**src/rtl/split_timer_pkg.sv**
```systemverilog
package split_timer_pkg;

  localparam int CNT_W = 8;
  localparam int ADDR_W = 2;
  localparam int MODE_W = 4;

  typedef enum logic [ADDR_W-1:0] {
    ADDR_MODE = 2'd0,
    ADDR_LOW  = 2'd1,
    ADDR_HIGH = 2'd2,
    ADDR_FLAG = 2'd3
  } reg_addr_e;

  typedef struct packed {
    logic       gate;
    logic       ext_count;
    logic [1:0] sel;
  } mode_t;

  localparam logic [1:0] SEL_SPLIT = 2'b11;

endpackage

```
**src/rtl/tmr_sync.sv**
```systemverilog
module tmr_sync #(
  parameter int STAGES = 2
) (
  input  logic clk,
  input  logic rst,
  input  logic d,
  output logic q
);

  logic [STAGES-1:0] sr;

  initial begin
    if (STAGES < 2) $error("tmr_sync needs at least two stages");
  end

  always_ff @(posedge clk) begin
    if (rst) sr <= '0;
    else     sr <= {sr[STAGES-2:0], d};
  end

  assign q = sr[STAGES-1];

endmodule

```
**src/rtl/tmr_tick_gen.sv**
```systemverilog
module tmr_tick_gen #(
  parameter int DIV = 1
) (
  input  logic clk,
  input  logic rst,
  output logic tick
);

  localparam int PW = (DIV > 1) ? $clog2(DIV) : 1;
  localparam logic [PW-1:0] LAST = PW'(DIV - 1);

  logic [PW-1:0] pc;

  always_ff @(posedge clk) begin
    if (rst)             pc <= '0;
    else if (pc == LAST) pc <= '0;
    else                 pc <= pc + PW'(1);
  end

  assign tick = (pc == LAST);

endmodule

```
**src/rtl/tmr_byte_counter.sv**
```systemverilog
module tmr_byte_counter #(
  parameter int W = 8
) (
  input  logic         clk,
  input  logic         rst,
  input  logic         load,
  input  logic [W-1:0] load_val,
  input  logic         inc,
  output logic [W-1:0] cnt,
  output logic         wrap
);

  always_ff @(posedge clk) begin
    if (rst)       cnt <= '0;
    else if (load) cnt <= load_val;
    else if (inc)  cnt <= cnt + W'(1);
  end

  // a load swallows the increment, so no wrap is reported then
  assign wrap = inc && !load && (&cnt);

  assert_wrap_to_zero_R6: assert property (@(posedge clk) disable iff (rst)
    wrap |=> (cnt == '0));

  assert_load_wins_R9: assert property (@(posedge clk) disable iff (rst)
    load |=> (cnt == $past(load_val)));

  assert_idle_holds_R8: assert property (@(posedge clk) disable iff (rst)
    (!load && !inc) |=> $stable(cnt));

endmodule

```
**src/rtl/split_dual_timer.sv**
```systemverilog
module split_dual_timer
  import split_timer_pkg::*;
#(
  parameter int CNT_BITS    = CNT_W,
  parameter int PRESCALE    = 1,
  parameter int SYNC_STAGES = 2
) (
  input  logic                clk,
  input  logic                rst,
  input  logic                reg_we,
  input  logic [ADDR_W-1:0]   reg_addr,
  input  logic [CNT_BITS-1:0] reg_wdata,
  output logic [CNT_BITS-1:0] reg_rdata,
  input  logic                run0,
  input  logic                run1,
  input  logic                gate_pin,
  input  logic                event_pin,
  input  logic                ack_lo,
  input  logic                ack_hi,
  output logic                flag_lo,
  output logic                flag_hi,
  output logic                tmr2_ovf
);

  localparam int NFLAG = 2;
  localparam int PAD_MODE = CNT_BITS - MODE_W;
  localparam int PAD_FLAG = CNT_BITS - NFLAG;

  // ---------------- register decode ----------------
  logic wr_mode, wr_lo, wr_hi, wr_flag;
  assign wr_mode = reg_we && (reg_addr == ADDR_MODE);
  assign wr_lo   = reg_we && (reg_addr == ADDR_LOW);
  assign wr_hi   = reg_we && (reg_addr == ADDR_HIGH);
  assign wr_flag = reg_we && (reg_addr == ADDR_FLAG);

  mode_t mode_q;
  always_ff @(posedge clk) begin
    if (rst)          mode_q <= '0;
    else if (wr_mode) mode_q <= mode_t'(reg_wdata[MODE_W-1:0]);
  end

  logic split;
  assign split = (mode_q.sel == SEL_SPLIT);

  // ---------------- tick and pin conditioning ----------------
  logic tick;
  tmr_tick_gen #(.DIV(PRESCALE)) u_tick (
    .clk (clk), .rst (rst), .tick (tick)
  );

  logic gate_s, ev_s, ev_d, ev_fall;
  tmr_sync #(.STAGES(SYNC_STAGES)) u_gate_sync (
    .clk (clk), .rst (rst), .d (gate_pin), .q (gate_s)
  );
  tmr_sync #(.STAGES(SYNC_STAGES)) u_event_sync (
    .clk (clk), .rst (rst), .d (event_pin), .q (ev_s)
  );

  always_ff @(posedge clk) begin
    if (rst) ev_d <= 1'b0;
    else     ev_d <= ev_s;
  end
  assign ev_fall = ev_d && !ev_s;

  // ---------------- low byte ----------------
  logic                lo_en, lo_inc, lo_wrap;
  logic [CNT_BITS-1:0] lo_cnt;
  assign lo_en  = run0 && (!mode_q.gate || gate_s);
  assign lo_inc = split && lo_en && (mode_q.ext_count ? ev_fall : tick);

  tmr_byte_counter #(.W(CNT_BITS)) u_lo (
    .clk (clk), .rst (rst), .load (wr_lo), .load_val (reg_wdata),
    .inc (lo_inc), .cnt (lo_cnt), .wrap (lo_wrap)
  );

  // ---------------- high byte ----------------
  logic                hi_inc, hi_wrap;
  logic [CNT_BITS-1:0] hi_cnt;
  assign hi_inc = split && run1 && tick;

  tmr_byte_counter #(.W(CNT_BITS)) u_hi (
    .clk (clk), .rst (rst), .load (wr_hi), .load_val (reg_wdata),
    .inc (hi_inc), .cnt (hi_cnt), .wrap (hi_wrap)
  );

  // ---------------- second timer (free running) ----------------
  logic                t2_wrap;
  logic [CNT_BITS-1:0] t2_cnt;
  tmr_byte_counter #(.W(CNT_BITS)) u_t2 (
    .clk (clk), .rst (rst), .load (1'b0), .load_val ('0),
    .inc (tick), .cnt (t2_cnt), .wrap (t2_wrap)
  );

  always_ff @(posedge clk) begin
    if (rst) tmr2_ovf <= 1'b0;
    else     tmr2_ovf <= t2_wrap;
  end

  // ---------------- overflow flags ----------------
  logic [NFLAG-1:0] f_set, f_clr, f_q;
  assign f_set[0] = lo_wrap;
  assign f_set[1] = split ? hi_wrap : t2_wrap;
  assign f_clr[0] = ack_lo || (wr_flag && reg_wdata[0]);
  assign f_clr[1] = ack_hi || (wr_flag && reg_wdata[1]);

  for (genvar i = 0; i < NFLAG; i++) begin : g_flag
    always_ff @(posedge clk) begin
      if (rst)           f_q[i] <= 1'b0;
      else if (f_set[i]) f_q[i] <= 1'b1;
      else if (f_clr[i]) f_q[i] <= 1'b0;
    end

    assert_set_beats_clear_R10: assert property (@(posedge clk) disable iff (rst)
      f_set[i] |=> f_q[i]);

    assert_clear_drops_R10: assert property (@(posedge clk) disable iff (rst)
      (f_clr[i] && !f_set[i]) |=> !f_q[i]);
  end

  assign flag_lo = f_q[0];
  assign flag_hi = f_q[1];

  // ---------------- read path ----------------
  always_ff @(posedge clk) begin
    if (rst) begin
      reg_rdata <= '0;
    end else begin
      unique case (reg_addr)
        ADDR_MODE: reg_rdata <= {{PAD_MODE{1'b0}}, mode_q};
        ADDR_LOW:  reg_rdata <= lo_cnt;
        ADDR_HIGH: reg_rdata <= hi_cnt;
        default:   reg_rdata <= {{PAD_FLAG{1'b0}}, f_q};
      endcase
    end
  end

  // ---------------- checks ----------------
  assert_split_hides_t2_R7: assert property (@(posedge clk) disable iff (rst)
    (split && !hi_wrap && !flag_hi) |=> !flag_hi);

  assert_t2_wraps_to_zero_R7: assert property (@(posedge clk) disable iff (rst)
    t2_wrap |=> (t2_cnt == '0));

  assert_nonsplit_low_frozen_R8: assert property (@(posedge clk) disable iff (rst)
    (!split && !wr_lo) |=> $stable(lo_cnt));

  assert_nonsplit_high_frozen_R8: assert property (@(posedge clk) disable iff (rst)
    (!split && !wr_hi) |=> $stable(hi_cnt));

  assert_gate_stalls_low_R3: assert property (@(posedge clk) disable iff (rst)
    (mode_q.gate && !gate_s && !wr_lo) |=> $stable(lo_cnt));

  assert_edge_spacing_R4: assert property (@(posedge clk) disable iff (rst)
    ev_fall |=> !ev_fall);

endmodule

```
**config.mk**
```make
export PLATFORM = sky130hd
export DESIGN_NAME = split_dual_timer
export DESIGN_NICKNAME = d
export VERILOG_FILES = /design/src/rtl/split_timer_pkg.sv /design/src/rtl/tmr_sync.sv /design/src/rtl/tmr_tick_gen.sv /design/src/rtl/tmr_byte_counter.sv /design/src/rtl/split_dual_timer.sv
export SDC_FILE = /design/constraint.sdc
export NUM_CORES = 1
export LEC_CHECK = 0
export BUFFER_PORTS_ARGS = -buffer_cell sky130_fd_sc_hd__clkbuf_2
export CAP_MARGIN = 20
export CORE_UTILIZATION = 51
export CTS_CLUSTER_SIZE = 28
export DETAILED_ROUTE_END_ITERATION = 6
export GPL_ROUTABILITY_DRIVEN = 0
export GPL_TIMING_DRIVEN = 0
export PLACE_DENSITY = 0.75
export SYNTH_ARGS = -nofsm -noshare
export SYNTH_HDL_FRONTEND = slang
export SYNTH_SLANG_ARGS = --single-unit
```
**constraint.sdc**
```tcl
create_clock -name clk -period 1.41 [get_ports clk]
set_input_delay 0.2115 -clock clk [delete_from_list [all_inputs] [get_ports clk]]
set_output_delay 0.2115 -clock clk [all_outputs]
set_load 0.005 [all_outputs]
```
==> qor.csv, run 1 <==
metric;value;unit
vias per cell;5.80;
Clock Latency Late Sink;0.30;ns
flop2flop setup slack;-0.12;ns
Detailed Place HPWL;3.53;mm
Clock Sinks;45;
post-route minimum period;1.53;ns
Power Density;932;nW/um2
Logic pwr share;10.5;%
first-pass GRT wire length;7.87;mm
mux contribution to synthesized area;6.84;%
Rows;23;
fmax;654;MHz
worst reg2reg endpoint;u_lo.cnt[6]$_SDFFE_PP0P_;
share of layout cells above drive strength 1;30.5;%
Slew @ Worst Pin;0.638;ns
Fin Clk Skew;0.00453;ns
M1 wire length;2.24;mm
Crit path required time;1.62;ns
drt first pass iters;4;
core area;4000;um2
Slew Limit Fails;0;
Tot GR Track Use;24.5;%
Switching Share;25.6;%
Distinct cells, synth;42;
HP Start;gate_pin;
Synth Area in XOR/XNOR;5.78;%
outcome;complete, but fails checks;
PnR worst setup slack;-0.120;ns
CTS tree;done;
CP startpoint kind;register;
die area;4420;um2
Crit path largest cell delay;0.41;ns
# diodes;0;
register share of total power;57.4;%
Synth Area in Adders;1.77;%
CP bufs+invs;0;
CTS max path bufs;2;
Fin Setup TNS;-0.630;ns
met2 WL;2.28;mm
Finish-stage setup viols;9;
cell area after synthesis;2120;um2
failing checks;negative setup slack;
combinational family with the most area after synthesis;simple AND/OR/NAND/NOR gates;
P_leak;0.949;nW
I/O Pins;30;
Post-synth EDFFs;0;
largest net degree at the start of global routing;14;
commonest non-fill, non-tap cell in the layout;dfxtp_1;
Mean Syn Cell Area;9.38;um2
crit path cell chain;or2_4 -> a2111oi_4 -> nand4_1 -> a311oi_1;
clock-pin slew on the worst setup and hold paths;0.08;ns
worst reg2reg path startpoint;mode_q[2]$_SDFFE_PP0P_;
Worst Path Max Fanout;4;
DIE HEIGHT;66.5;um
predominant post-synthesis flop cell;dfxtp_1;
Nets;287;
vias in the first global route;1647;
Warnings, synthesis;0;
Finished Cell Area;2590;um2
routed wire length;4.92;mm
Hold Vio Cnt, Final;0;
CP Capture Type;register;
Final ANT Viol Nets;0;
gr ovfl total;0;
synthesized flop and latch total;45;
met3 WL post-DR;290;um
Tcrit/Tclk final;108;%
dominant cell type by area after synthesis;dfxtp_1;
dpl cell area;2330;um2
area delta synth->final;22.0;%
family with the most delay on the worst path;compound AO/OA/AOI/OAI gates;
internal power;1.79;mW
DRC violations left;0;
Slowest cell on crit path;a2111oi_4;
Top Metal Used;met4;
H-tree depth;2;
register area share after synthesis;42.5;%
Die X;66.5;um
hold crit path type;input port to register;
Post-Synth Simple-Gate Area;26.1;%
Initial Util;53.0;%
most area-consuming cells after synthesis;dfxtp_1 (42%), nor2_1 (5.8%), mux2i_1 (4.7%), a211oi_1 (3.9%), xnor2_1 (3.3%);
Avg WL per Cell;15.6;um
R2R depth;4;
number of max-cap violations;0;
Psw;0.617;mW
number of CTS-inserted buffers;5;
cts hold-fix bufs;0;
synthesized net count;248;
Slew headroom;57.5;%
number of buffers added on ports;27;
most frequent cells in the layout;dfxtp_1 (35), nor2_1 (33), clkbuf_2 (27);
Async S/R FF share, synth;0;%
CTS Root Cell;clkbuf_8;
Compound-Gate Fraction of Synth Area;13.2;%
initial antenna violation count;0;
crit path DAT;1.74;ns
Yosys top cell area share;42.5;%
hold path depth;2;
drt first-iter violations;70;
Clock Power Share;32.1;%
placed insts;303;
VDD IR max;536;uV
Setup WS pre-CTS;-0.253;ns
vias after detailed routing;1832;
RSZ-0062 raised after global routing;true;
critical path class;register to register;
final std cells w/o fill;316;
WHS Endpoint;u_gate_sync.sr[0]$_SDFF_PP0_;
Mapped Cells;226;
## power by group through the flow
stage	Sequential [mW]	Combinational (mW)	Clock, mW
2_1_floorplan	1.39	0.159	0
3_3_place_gp	1.40	0.229	0
3_5_place_dp	1.41	0.234	0
4_1_cts	1.38	0.237	0.798
5_1_grt	1.39	0.280	0.850
6_report	1.38	0.254	0.774
## cell usage after synthesis (3+ instances only)
cell and n:
a211oi_1 11, a21oi_1 7, a22oi_1 4, buf_2 4, clkbuf_1 8, dfxtp_1 45, ha_1 3, inv_1 4
mux2i_1 10, nand2_1 10, nand3_1 7, nand3b_1 5, nand4_1 10, nand4b_1 4, nor2_1 33, nor2b_1 9
nor4_1 4, o21ai_0 3, or3_1 3, xnor2_1 8, xor2_1 6
## cells by family after synthesis
group / count (synthesis)
xor+xnor: 14
fa+ha+maj: 3
simple gates: 100
mux: 12
other cells: 1
flops: 45
compound gates: 34
buf+inv: 17
## flip-flops by register name, summed over array words and instances, names as in the netlist
| register | cells |
|---|---|
| reg_rdata | 8 |
| u_hi.cnt | 8 |
| u_lo.cnt | 8 |
| u_t2.cnt | 8 |
| mode_q | 4 |
| u_event_sync.sr | 2 |
| u_gate_sync.sr | 2 |
| ev_d | 1 |
| flag_hi | 1 |
| flag_lo | 1 |
| tmr2_ovf | 1 |
| u_tick.pc | 1 |
## layer usage
layer | global-route usage (%) | vias up
met1 | 31.1 | 869
met3 | 5.99 | 11
met2 | 39.0 | 59
met5 | 0 | -
met4 | 10.9 | 0
li1 | - | 893
## worst max-delay path by stage
stage | from | endpoint | cells past startpoint
after CTS | u_tick.pc$_SDFF_PP0_ | u_lo.cnt[6]$_SDFFE_PP0P_ | 4
after global routing | mode_q[2]$_SDFFE_PP0P_ | u_lo.cnt[5]$_SDFFE_PP0P_ | 5
after floorplan | u_tick.pc$_SDFF_PP0_ | u_lo.cnt[5]$_SDFFE_PP0P_ | 5
after detailed placement | reg_addr[0] | u_lo.cnt[3]$_SDFFE_PP0P_ | 6
after global placement | reg_addr[0] | u_lo.cnt[5]$_SDFFE_PP0P_ | 6
final | mode_q[2]$_SDFFE_PP0P_ | u_lo.cnt[6]$_SDFFE_PP0P_ | 4
## through the flow
stage	hold slack (ns)	utilization, %	power [mW]
global route	0.120	64.7	2.52
global placement	0.418	58.3	1.63
detailed placement	0.426	58.3	1.64
CTS	0.117	61.4	2.41
floorplan	0.302	-	1.55
finish	0.121	64.7	2.41
## what timing repair did
item / 4_1_cts / 5_1_grt
setup endpoints to repair: 14 / 15
pin swaps: 7 / 17
cloned: 0 / 0
resized for setup: 10 / 24
buffers inserted: 3 / 4
## final cells by class
| type | instances | area (um2) |
|---|---|---|
| fillers | 343 | 1410 |
| multi-input cells | 164 | 1270 |
| flip-flops and latches | 45 | 916 |
| repair buffers | 34 | 191 |
| clock buffers | 7 | 76.3 |
| well taps | 50 | 62.6 |
| plain buffers | 11 | 46.3 |
| inverters | 4 | 15.0 |
| clock inverters | 1 | 7.51 |
(Power assumes the default switching activity.)
==> inputs of run 2 (changes only) <==
--- a/config.mk
+++ b/config.mk
@@ -7,12 +7,14 @@
 export LEC_CHECK = 0
 export BUFFER_PORTS_ARGS = -buffer_cell sky130_fd_sc_hd__clkbuf_2
 export CAP_MARGIN = 20
-export CORE_UTILIZATION = 51
+export CELL_PAD_IN_SITES_DETAIL_PLACEMENT = 2
+export CELL_PAD_IN_SITES_GLOBAL_PLACEMENT = 2
+export CORE_UTILIZATION = 31
 export CTS_CLUSTER_SIZE = 28
 export DETAILED_ROUTE_END_ITERATION = 6
 export GPL_ROUTABILITY_DRIVEN = 0
 export GPL_TIMING_DRIVEN = 0
-export PLACE_DENSITY = 0.75
+export PLACE_DENSITY = 0.73
 export SYNTH_ARGS = -nofsm -noshare
 export SYNTH_HDL_FRONTEND = slang
 export SYNTH_SLANG_ARGS = --single-unit
==> run 2 against run 1 <==
  * The run still ends with negative setup slack left
  * Die area grew 62%
  * Critical path depth increased by 1
  * First-iteration DRC count decreased by 30%
  * Register-to-register slack lost 0.07 ns
  * Setup slack worse by 0.075 ns
  * Non-clock buffer count up 8
  * Sequential power about the same
  * Wire length rose by 32%
  * Global-route usage is 4.9 points lower
  * Flip-flop and latch count is the same
  * Critical path type unchanged
  * Highest routed layer unchanged
==> qor.csv, run 2 (synthesis gave the netlist of run 1 again) <==
metric;value;unit
routed wire length;6.51;mm
VDD IR max;323;uV
FF+latch area;917;um2
CP startpoint kind;register;
Detailed Place HPWL;4.65;mm
CTS tree;done;
clock-pin slew on the worst setup and hold paths;0.09;ns
Tcrit/Tclk final;114;%
Slew headroom;59.7;%
PnR worst setup slack;-0.194;ns
DIE HEIGHT;84.7;um
Worst Path Max Fanout;4;
gr ovfl total;0;
Final ANT Viol Nets;0;
Finish-stage setup viols;9;
Power Density;979;nW/um2
worst reg2reg path startpoint;mode_q[2]$_SDFFE_PP0P_;
WHS Endpoint;u_gate_sync.sr[0]$_SDFF_PP0_;
cts hold-fix bufs;0;
H-tree depth;2;
Avg WL per Cell;18.5;um
Fin Setup TNS;-1.33;ns
failing checks;negative setup slack;
core area;6460;um2
vias after detailed routing;1891;
first-pass GRT wire length;10.8;mm
area of the multi-input gates;1280;um2
share of layout cells above drive strength 1;32.8;%
HP Start;gate_pin;
Initial Util;32.8;%
hold crit path type;input port to register;
post-route minimum period;1.60;ns
P_leak;1.03;nW
die area;7180;um2
area delta synth->final;29.7;%
Nets;295;
DRC violations left;0;
crit path DAT;1.77;ns
drt first-iter violations;49;
Tot GR Track Use;19.6;%
Logic pwr share;10.1;%
Switching Share;24.8;%
number of max-cap violations;0;
worst reg2reg endpoint;u_lo.cnt[1]$_SDFFE_PP0P_;
drt first pass iters;6;
RSZ-0062 raised after global routing;true;
R2R depth;5;
Clock Power Share;38.5;%
internal power;2.03;mW
# diodes;0;
fmax;623;MHz
vias per cell;5.39;
Hold Slack;0.123;ns
hold path depth;2;
Clock Latency Late Sink;0.30;ns
register share of total power;51.4;%
Clock Sinks;45;
Slew @ Worst Pin;0.604;ns
Top Metal Used;met4;
Hold Vio Cnt, Final;0;
initial antenna violation count;0;
final std cells w/o fill;351;
Slew Limit Fails;0;
critical path class;register to register;
outcome;complete, but fails checks;
met3 WL post-DR;185;um
Fin Clk Skew;0.00957;ns
filler instances;711;
Psw;0.667;mW
Rows;29;
CP Capture Type;register;
I/O Pins;30;
Setup WS pre-CTS;-0.364;ns
CTS max path bufs;2;
vias in the first global route;2040;
number of buffers added on ports;27;
Crit path required time;1.57;ns
Die X;84.7;um
most frequent cells in the layout;dfxtp_1 (36), nor2_1 (33), clkbuf_2 (27);
flop2flop setup slack;-0.19;ns
number of CTS-inserted buffers;5;
CTS Root Cell;clkbuf_8;
placed insts;330;
largest net degree at the start of global routing;14;
met2 WL;3.31;mm
M1 wire length;2.92;mm
commonest non-fill, non-tap cell in the layout;dfxtp_1;
[run 2: cell count changes in the layout (fill, tap and decap cells not counted), moves of 2 or more]
cell	delta
a211oi_1	+2
buf_6	+3
buf_4	+4
a211oi_2	-2
dfxtp_2	-2
[run 2: cell type report]
cell class	instances	share of cell area, %
repair buffers	42	10.0
multi-input cells	164	46.7
clock buffers	7	3.14
well taps	77	3.50
clock inverters	1	1.09
inverters	4	0.546
flip-flops and latches	45	33.3
plain buffers	11	1.68
[run 2: worst max path at each step]
stage | from | depth (start not counted) | to | slack (ns)
finish | mode_q[2]$_SDFFE_PP0P_ | 5 | u_lo.cnt[1]$_SDFFE_PP0P_ | -0.19
global route | mode_q[2]$_SDFFE_PP0P_ | 6 | u_lo.cnt[5]$_SDFFE_PP0P_ | -0.26
CTS | mode_q[2]$_SDFFE_PP0P_ | 5 | u_lo.cnt[5]$_SDFFE_PP0P_ | -0.19
detailed placement | reg_addr[0] | 6 | u_lo.cnt[3]$_SDFFE_PP0P_ | -0.36
global placement | reg_addr[0] | 6 | u_lo.cnt[3]$_SDFFE_PP0P_ | -0.32
floorplan | u_tick.pc$_SDFF_PP0_ | 5 | u_lo.cnt[5]$_SDFFE_PP0P_ | -0.07
[run 2: routing by layer]
| layer | up-vias | GRT usage (%) |
|---|---|---|
| met4 | 0 | 5.08 |
| met5 | - | 0 |
| met1 | 941 | 24.7 |
| li1 | 910 | - |
| met2 | 32 | 34.2 |
| met3 | 8 | 3.64 |
[run 2: timing repair]
item,CTS,global route
setup buffers,6,9
gates resized for setup,20,19
setup endpoints to repair,16,20
pin swaps,13,21
[run 2: power groups by stage]
stage | Clock [mW] | Combinational, mW | Sequential, mW
floorplan | 0 | 0.159 | 1.39
finish | 1.04 | 0.272 | 1.38
detailed placement | 0 | 0.246 | 1.41
CTS | 1.06 | 0.260 | 1.38
global placement | 0 | 0.240 | 1.41
global route | 1.11 | 0.302 | 1.39
[run 2: critical path: stages, from the launching register on]
cell,delay (ns)
dfxtp_4,0.38
or2_4,0.30
buf_6,0.13
a211oi_4,0.34
mux2i_1,0.23
a211oi_1,0.09
[run 2: through the flow]
step / total power, mW / area [um2] / utilization (%)
global placement: 1.65 / 2360 / 36.6
CTS: 2.71 / 2610 / 40.4
floorplan: 1.55 / 2130 / -
detailed placement: 1.66 / 2360 / 36.6
global route: 2.81 / 2750 / 42.6
finish: 2.69 / 2750 / 42.6
